`config.mk`:
```
export PLATFORM = sky130hd
export DESIGN_NAME = gpio_edge_irq
export DESIGN_NICKNAME = d
export VERILOG_FILES = /design/src/rtl/gei_pkg.sv /design/src/rtl/gei_sync.sv /design/src/rtl/gei_edge.sv /design/src/rtl/gei_regs.sv /design/src/rtl/gpio_edge_irq.sv
export SDC_FILE = /design/constraint.sdc
export NUM_CORES = 1
export LEC_CHECK = 0
export BUFFER_PORTS_ARGS = -buffer_cell sky130_fd_sc_hd__buf_2
export CAP_MARGIN = 20
export CORE_ASPECT_RATIO = 1.4
export CORE_UTILIZATION = 55
export DETAILED_ROUTE_END_ITERATION = 7
export PLACE_DENSITY = 0.86
export RECOVER_POWER = 100
export SYNTH_ARGS = -nofsm -noshare
export SYNTH_HDL_FRONTEND = slang
export SYNTH_SLANG_ARGS = --single-unit
```
`constraint.sdc`:
```
create_clock -name clk -period 2.8 [get_ports clk]
set_input_delay 0.28 -clock clk [delete_from_list [all_inputs] [get_ports clk]]
set_output_delay 0.28 -clock clk [all_outputs]
set_load 0.01 [all_outputs]
```
`src/rtl/gei_pkg.sv`:
```
package gei_pkg;
    // Register map of the edge-detect unit
    localparam int unsigned ADDR_RISE   = 0;
    localparam int unsigned ADDR_FALL   = 1;
    localparam int unsigned ADDR_STATUS = 2;
endpackage

```
`src/rtl/gei_sync.sv`:
```
module gei_sync #(
    parameter int unsigned W      = 28,
    parameter int unsigned STAGES = 2
) (
    input  logic         clk,
    input  logic         rst_n,
    input  logic [W-1:0] async_i,
    output logic [W-1:0] sync_o
);
    typedef struct packed {
        logic [STAGES-1:0][W-1:0] chain;
    } sync_t;

    sync_t st_d, st_q;

    always_comb begin
        st_d = st_q;
        st_d.chain[0] = async_i;
        for (int s = 1; s < STAGES; s++) begin
            st_d.chain[s] = st_q.chain[s-1];
        end
    end

    always_ff @(posedge clk or negedge rst_n) begin
        if (!rst_n) st_q <= '0;
        else        st_q <= st_d;
    end

    assign sync_o = st_q.chain[STAGES-1];
endmodule

```
`src/rtl/gei_edge.sv`:
```
module gei_edge #(
    parameter int unsigned W = 28
) (
    input  logic         clk,
    input  logic         rst_n,
    input  logic [W-1:0] level_i,
    input  logic [W-1:0] en_rise_i,
    input  logic [W-1:0] en_fall_i,
    output logic [W-1:0] evt_o
);
    typedef struct packed {
        logic [W-1:0] prev;
    } edge_t;

    edge_t st_d, st_q;
    logic [W-1:0] rose, fell;

    always_comb begin
        st_d      = st_q;
        st_d.prev = level_i;
        rose      = level_i & ~st_q.prev;
        fell      = ~level_i & st_q.prev;
        evt_o     = (rose & en_rise_i) | (fell & en_fall_i);
    end

    always_ff @(posedge clk or negedge rst_n) begin
        if (!rst_n) st_q <= '0;
        else        st_q <= st_d;
    end

    // An event on a pin means its level moved since the last clock
    assert_evt_needs_change_R5: assert property (@(posedge clk) disable iff (!rst_n)
        (evt_o & ~(level_i ^ st_q.prev)) == '0);
endmodule

```
`src/rtl/gei_regs.sv`:
```
module gei_regs
    import gei_pkg::*;
#(
    parameter int unsigned W      = 28,
    parameter int unsigned ADDR_W = 2
) (
    input  logic              clk,
    input  logic              rst_n,
    input  logic [ADDR_W-1:0] addr_i,
    input  logic              wr_i,
    input  logic [W-1:0]      wdata_i,
    input  logic [W-1:0]      evt_i,
    output logic [W-1:0]      rdata_o,
    output logic [W-1:0]      en_rise_o,
    output logic [W-1:0]      en_fall_o,
    output logic [W-1:0]      status_o
);
    localparam logic [ADDR_W-1:0] A_RISE = ADDR_W'(ADDR_RISE);
    localparam logic [ADDR_W-1:0] A_FALL = ADDR_W'(ADDR_FALL);
    localparam logic [ADDR_W-1:0] A_STAT = ADDR_W'(ADDR_STATUS);

    typedef struct packed {
        logic [W-1:0] rise;
        logic [W-1:0] fall;
        logic [W-1:0] status;
    } regs_t;

    regs_t st_d, st_q;
    logic hit_rise, hit_fall, hit_stat;
    logic [W-1:0] clr_mask;

    always_comb begin
        hit_rise = wr_i && (addr_i == A_RISE);
        hit_fall = wr_i && (addr_i == A_FALL);
        hit_stat = wr_i && (addr_i == A_STAT);
        clr_mask = hit_stat ? wdata_i : '0;
        st_d = st_q;
        if (hit_rise) st_d.rise = wdata_i;
        if (hit_fall) st_d.fall = wdata_i;
        // a fresh event outranks a simultaneous clear
        st_d.status = (st_q.status & ~clr_mask) | evt_i;
    end

    always_ff @(posedge clk or negedge rst_n) begin
        if (!rst_n) st_q <= '0;
        else        st_q <= st_d;
    end

    always_comb begin
        unique case (addr_i)
            A_RISE:  rdata_o = st_q.rise;
            A_FALL:  rdata_o = st_q.fall;
            A_STAT:  rdata_o = st_q.status;
            default: rdata_o = '0;
        endcase
    end

    assign en_rise_o = st_q.rise;
    assign en_fall_o = st_q.fall;
    assign status_o  = st_q.status;

    assert_mask_hold_R2: assert property (@(posedge clk) disable iff (!rst_n)
        !(wr_i && (addr_i == A_RISE)) |=> $stable(st_q.rise));
    assert_set_needs_event_R3: assert property (@(posedge clk) disable iff (!rst_n)
        1'b1 |=> ((st_q.status & ~$past(st_q.status) & ~$past(evt_i)) == '0));
    assert_clear_all_R6: assert property (@(posedge clk) disable iff (!rst_n)
        (wr_i && addr_i == A_STAT && wdata_i == '1 && evt_i == '0) |=> (st_q.status == '0));
    assert_event_wins_R7: assert property (@(posedge clk) disable iff (!rst_n)
        1'b1 |=> (($past(evt_i) & ~st_q.status) == '0));
    assert_no_clear_elsewhere_R8: assert property (@(posedge clk) disable iff (!rst_n)
        !(wr_i && addr_i == A_STAT) |=> ((~st_q.status & $past(st_q.status)) == '0));
endmodule

```
`src/rtl/gpio_edge_irq.sv`:
```
module gpio_edge_irq #(
    parameter int unsigned NUM_PINS    = 28,
    parameter int unsigned NUM_DIRECT  = 11,
    parameter int unsigned SYNC_STAGES = 2,
    parameter int unsigned ADDR_W      = 2
) (
    input  logic                  clk,
    input  logic                  rst_n,
    input  logic [NUM_PINS-1:0]   pins_i,
    input  logic [ADDR_W-1:0]     bus_addr,
    input  logic                  bus_wr,
    input  logic [NUM_PINS-1:0]   bus_wdata,
    output logic [NUM_PINS-1:0]   bus_rdata,
    output logic [NUM_DIRECT-1:0] irq_direct,
    output logic                  irq_shared
);
    localparam int unsigned NUM_SHARED = NUM_PINS - NUM_DIRECT;

    logic [NUM_PINS-1:0] level, evt, en_rise, en_fall, status;

    gei_sync #(.W(NUM_PINS), .STAGES(SYNC_STAGES)) u_sync (
        .clk(clk), .rst_n(rst_n), .async_i(pins_i), .sync_o(level));

    gei_edge #(.W(NUM_PINS)) u_edge (
        .clk(clk), .rst_n(rst_n), .level_i(level),
        .en_rise_i(en_rise), .en_fall_i(en_fall), .evt_o(evt));

    gei_regs #(.W(NUM_PINS), .ADDR_W(ADDR_W)) u_regs (
        .clk(clk), .rst_n(rst_n), .addr_i(bus_addr), .wr_i(bus_wr),
        .wdata_i(bus_wdata), .evt_i(evt), .rdata_o(bus_rdata),
        .en_rise_o(en_rise), .en_fall_o(en_fall), .status_o(status));

    assign irq_direct = status[NUM_DIRECT-1:0];

    generate
        if (NUM_SHARED > 0) begin : g_shared
            assign irq_shared = |status[NUM_PINS-1:NUM_DIRECT];
        end else begin : g_no_shared
            assign irq_shared = 1'b0;
        end
    endgenerate

    assert_reset_quiet_R1: assert property (@(posedge clk)
        !rst_n |=> (irq_direct == '0 && !irq_shared));
    assert_direct_tracks_R9: assert property (@(posedge clk) disable iff (!rst_n)
        (evt[NUM_DIRECT-1:0] != '0) |=> (irq_direct != '0));
    assert_shared_tracks_R10: assert property (@(posedge clk) disable iff (!rst_n)
        (evt[NUM_PINS-1:NUM_DIRECT] != '0) |=> irq_shared);
endmodule

```
After elaboration in Yosys (flattened, before gate mapping)
Cells that the tools add are included.
{ "totals": {"in_bits": 61, "output_inout_bits": 40, "word_cells": 25, "register_bits": 168} }
{ "op_classes": {"mux": 2, "reduce_logical": 5, "n_bitwise": 10, "eq_ne": 2} }
{ "op_table": {"columns": ["op", "count"], "rows": [
  ["28-bit AND", 5],
  ["28-bit NOT", 3],
  ["28-bit case mux with 3 select lines", 1],
  ["28-bit bitwise OR", 2],
  ["28-bit two-way mux", 1],
  ["17-bit OR reduction", 1],
  ["1-bit logical AND", 3],
  ["2-bit by 1-bit == test with 1-bit output (second input constant)", 1],
  ["2-bit == test (second input constant)", 1],
  ["2-bit logical NOT", 1]
]} }

Longest topological paths before layout
{ "depth": {"ltp_word": 6, "depth_mapped": 6} }

Hierarchy
From an unflattened synthesis, not the netlist that was laid out.
{ "hier_totals": {"cells_unflattened": 476, "area_unflattened_um2": 6580.1} }
{ "by_module_without_submodules": {"columns": ["mod", "seq_area_each_um2", "instances", "area_per_inst_um2", "cells_each"], "rows": [
  ["gei_regs", 2102.0, 1, 3881.2, 302],
  ["gei_sync", 1401.3, 1, 1401.3, 56],
  ["gei_edge", 700.7, 1, 1261.2, 112],
  ["gpio_edge_irq", 0.0, 1, 36.3, 6]
]} }

Worst setup path after synthesis
OpenSTA, ideal clock, no wires.
{ "synth_timing": {"path_type": "flip-flop to output port", "startpoint": "register u_regs.st_q, in the netlist u_regs.status_o[15]", "endpoint": "output port irq_shared", "n_path_buf": 0, "t_required_ns": 2.520, "stages_incl_launch_ff": 4, "arrival_ns": 1.176, "path_slack_ns": 1.344, "cell_sequence": "dfrtp_1 > nor4_1 > nand4_1 > or4_1"} }
{ "synth_via": {"elab_chain_cells": 1} }
{ "synth_lines": {"columns": ["element", "line_no", "rtl"], "rows": [
  ["start, declared", "gei_regs.sv:28", "regs_t st_d, st_q;"],
  ["start signal, assigned", "gei_regs.sv:46", "else st_q <= st_d;"],
  ["17-bit OR reduction", "gpio_edge_irq.sv:37", "assign irq_shared = |status[NUM_PINS-1:NUM_DIRECT];"],
  ["end, declared", "gpio_edge_irq.sv:15", "output logic irq_shared"]
]} }
Every way passes these cells.

==> flow_summary.json <==
{
  "finalHoldViolCount": 0,
  "setup_violations": 0,
  "power_switching_w": 0.00155,
  "h-tree-depth": 4,
  "cp-end-kind": "register",
  "drv_cap": 0,
  "power_density_nw_per_um2": 785,
  "cts_made_buffers": 17,
  "skew_ns": 0.00602,
  "root_buffer": "clkbuf_16",
  "grt_setup_unrepaired": "false",
  "start_util": 0.569,
  "yosys_warnings": 0,
  "vias_per_cell": 5.56,
  "cp_num_buf_inv": 1,
  "port_buffers": 100,
  "clkLatencyLatePin_ns": 0.41,
  "pwr-share-seq": 0.481,
  "clkPwrFrac": 0.402,
  "ys_seq_elements": 168,
  "layout.cells.non_filler": 801,
  "critical-path-slowest-cell": "clkbuf_1",
  "drt-initial-drc-count": 280,
  "cts_setup_buffers": 0,
  "synth_area_um2": 6490,
  "fin_setup_tns_ns": 0,
  "clk_pin_slew_ns": 0.06,
  "core-area_um2": 11400,
  "crit_fanout": 28,
  "cts_tree": "built",
  "final_cell_mix": "dfrtp_1 (168), nand2_1 (83), o21ai_0 (61), buf_2 (57), clkbuf_1 (45)",
  "crit_chain": "clkbuf_1 -> nand3b_2 -> o21ai_0 -> o211ai_1",
  "clk_path_buf_depth": 2,
  "relSlewSlack": 0.129,
  "drc": 0,
  "power.total_w": 0.00610,
  "grt_pass1_wl_mm": 23.6,
  "wl_mm": 14.5,
  "dpl-instance-area_um2": 7030,
  "cts_sinks": 168,
  "yosysUniqueCellTypes": 24,
  "die_area_um2": 12200,
  "rows": 46,
  "fmax_mhz": 403,
  "die_y_um": 131,
  "nets": 705,
  "cp_top_family": "buffers and inverters",
  "synth_top_area_share": 0.648,
  "antenna_left": 0,
  "critPathMaxStageDelay_ns": 0.93,
  "ioPinCount": 101,
  "gp_congestion": 0.808,
  "min_period_ns": 2.48,
  "startpoint_type": "input pin",
  "ir_worst_vdd_mv": 0.384,
  "power.internal_w": 0.00456,
  "grt_usage": 0.260,
  "outcome": "complete, no violations",
  "grt_overflow": 0,
  "syn-num-nets": 578,
  "seq_area_frac_synth": 0.648,
  "firstDrtPassIters": 5,
  "worstMarginPinSlew_ns": 1.31,
  "layout_commonest_cell": "dfrtp_1",
  "antenna_found_initial": 1,
  "grt_start_max_net_pins": 86,
  "vias": 4456,
  "synth_area_leaders": "dfrtp_1 (65%), nand2_1 (4.8%), mux2_4 (4.6%), mux2i_1 (4.3%), nand3b_1 (3.5%)",
  "dp_hpwl_mm": 9.33,
  "path_class": "input pin to register",
  "synth_cells": 517,
  "fin_area_um2": 7770,
  "fp.dieW_um": 93.8,
  "syn_avg_cell_area_um2": 12.5,
  "dp_cells": 740,
  "wl_per_cell_um": 18.0,
  "grt_pass1_vias": 4815,
  "fin_crit_sh": 0.887,
  "switching_share": 0.253,
  "leakage_nw": 3.46,
  "hp-class": "input pin to register",
  "cp.required_ns": 3.07,
  "final_max_slew_viol_count": 0,
  "arrival_ns": 2.76,
  "areaGrowthSynthToFinish_pct": 19.8,
  "yosysTopAreaCell": "dfrtp_1",
  "layout-drive-gt1-share": 0.163,
  "combPwrFrac": 0.117
}
[routing by layer]
metal  routed length, µm  global-route usage  part of all wire  up-vias
li1                    -                   -                 -     2017
met1                5570               0.301              0.38     2225
met2                7710               0.443              0.53      176
met3                 724              0.0590             0.050       38
met4                 461               0.149             0.032        0
met5                   0                   0                 0        -
[final timing paths]
check | from | endpoint | slack, ns | depth (start not counted)
worst min register to register | u_sync.st_d[46]$_DFF_PN0_ | u_sync.sync_o[18]$_DFF_PN0_ | 0.35 | 0
max in group asynchronous | rst_n | u_regs.en_fall_o[9]$_DFFE_PN0P_ | 0.75 | 3
min in group asynchronous | rst_n | u_regs.status_o[21]$_DFF_PN0_ | 0.45 | 2
worst min-delay path | bus_wdata[22] | u_regs.en_rise_o[22]$_DFFE_PN0P_ | 0.10 | 2
worst max-delay path | bus_addr[1] | u_regs.status_o[8]$_DFF_PN0_ | 0.32 | 4
worst max register to register | u_regs.en_rise_o[12]$_DFFE_PN0P_ | u_regs.en_rise_o[12]$_DFFE_PN0P_ | 1.96 | 1
[registers in the layout, indices dropped and copies added, names as in the netlist]
name and cells:
u_regs.en_fall_o 28, u_edge.st_q 28, u_regs.status_o 28, u_sync.sync_o 28, u_sync.st_d 28, u_regs.en_rise_o 28
[synthesized netlist by cell type]
master,number
nor4_1,3
nor3b_2,1
buf_4,14
nand3b_4,1
nand3_1,1
buf_2,5
o21ai_0,40
clkbuf_1,3
buf_12,2
o21ai_1,44
o211ai_1,27
nor2_1,1
buf_8,2
buf_6,5
dfrtp_1,168
inv_1,28
nand3b_1,30
mux2i_1,28
nor2b_1,1
mux2_2,8
or4_1,1
nand4_1,1
mux2_4,20
nand2_1,83
[kinds of logic (layout without fill, tap and decap cells)]
| logic type | after synthesis | in the layout | share of synthesized area |
|---|---|---|---|
| AOI/OAI and AO/OA | 111 | 111 | 0.0960 |
| buffers and inverters | 59 | 198 | 0.0575 |
| DFF | 168 | 168 | 0.648 |
| muxes | 56 | 56 | 0.103 |
| other | 0 | 1 | 0 |
| and+or+nand+nor | 123 | 123 | 0.0951 |
[per-stage QoR]
stage | util | setup WS [ns] | hold WS [ns]
finish | 0.682 | 0.317 | 0.104
global route | 0.682 | 0.183 | 0.0907
CTS | 0.697 | 0.436 | 0.0898
detailed placement | 0.617 | 0.905 | 0.335
global placement | 0.617 | 0.947 | 0.333
floorplan | - | 1.34 | -0.0156
[repair_timing]
action,in CTS,in global routing
resized for setup,0,0
hold buffers,29,0
endpoints found under the hold margin,110,0
[power groups by stage]
| stage | sequential [W] | combinational, W | clock, W |
|---|---|---|---|
| after floorplan | 0.00290 | 0.000522 | 0 |
| after detailed placement | 0.00298 | 0.000756 | 0 |
| final | 0.00294 | 0.000712 | 0.00245 |
| after global placement | 0.00295 | 0.000713 | 0 |
| after global routing | 0.00297 | 0.000797 | 0.00259 |
| after CTS | 0.00294 | 0.000797 | 0.00249 |
[area by class of cell]
cell class | count | area, µm²
diodes | 1 | 2.50
inverters | 28 | 105
well taps | 144 | 180
repair buffers | 139 | 823
clock inverters | 12 | 175
multi-input cells | 290 | 1830
fillers | 849 | 3620
flip-flops and latches | 168 | 4200
clock buffers | 19 | 453
Power figures use the tool's default switching activity.
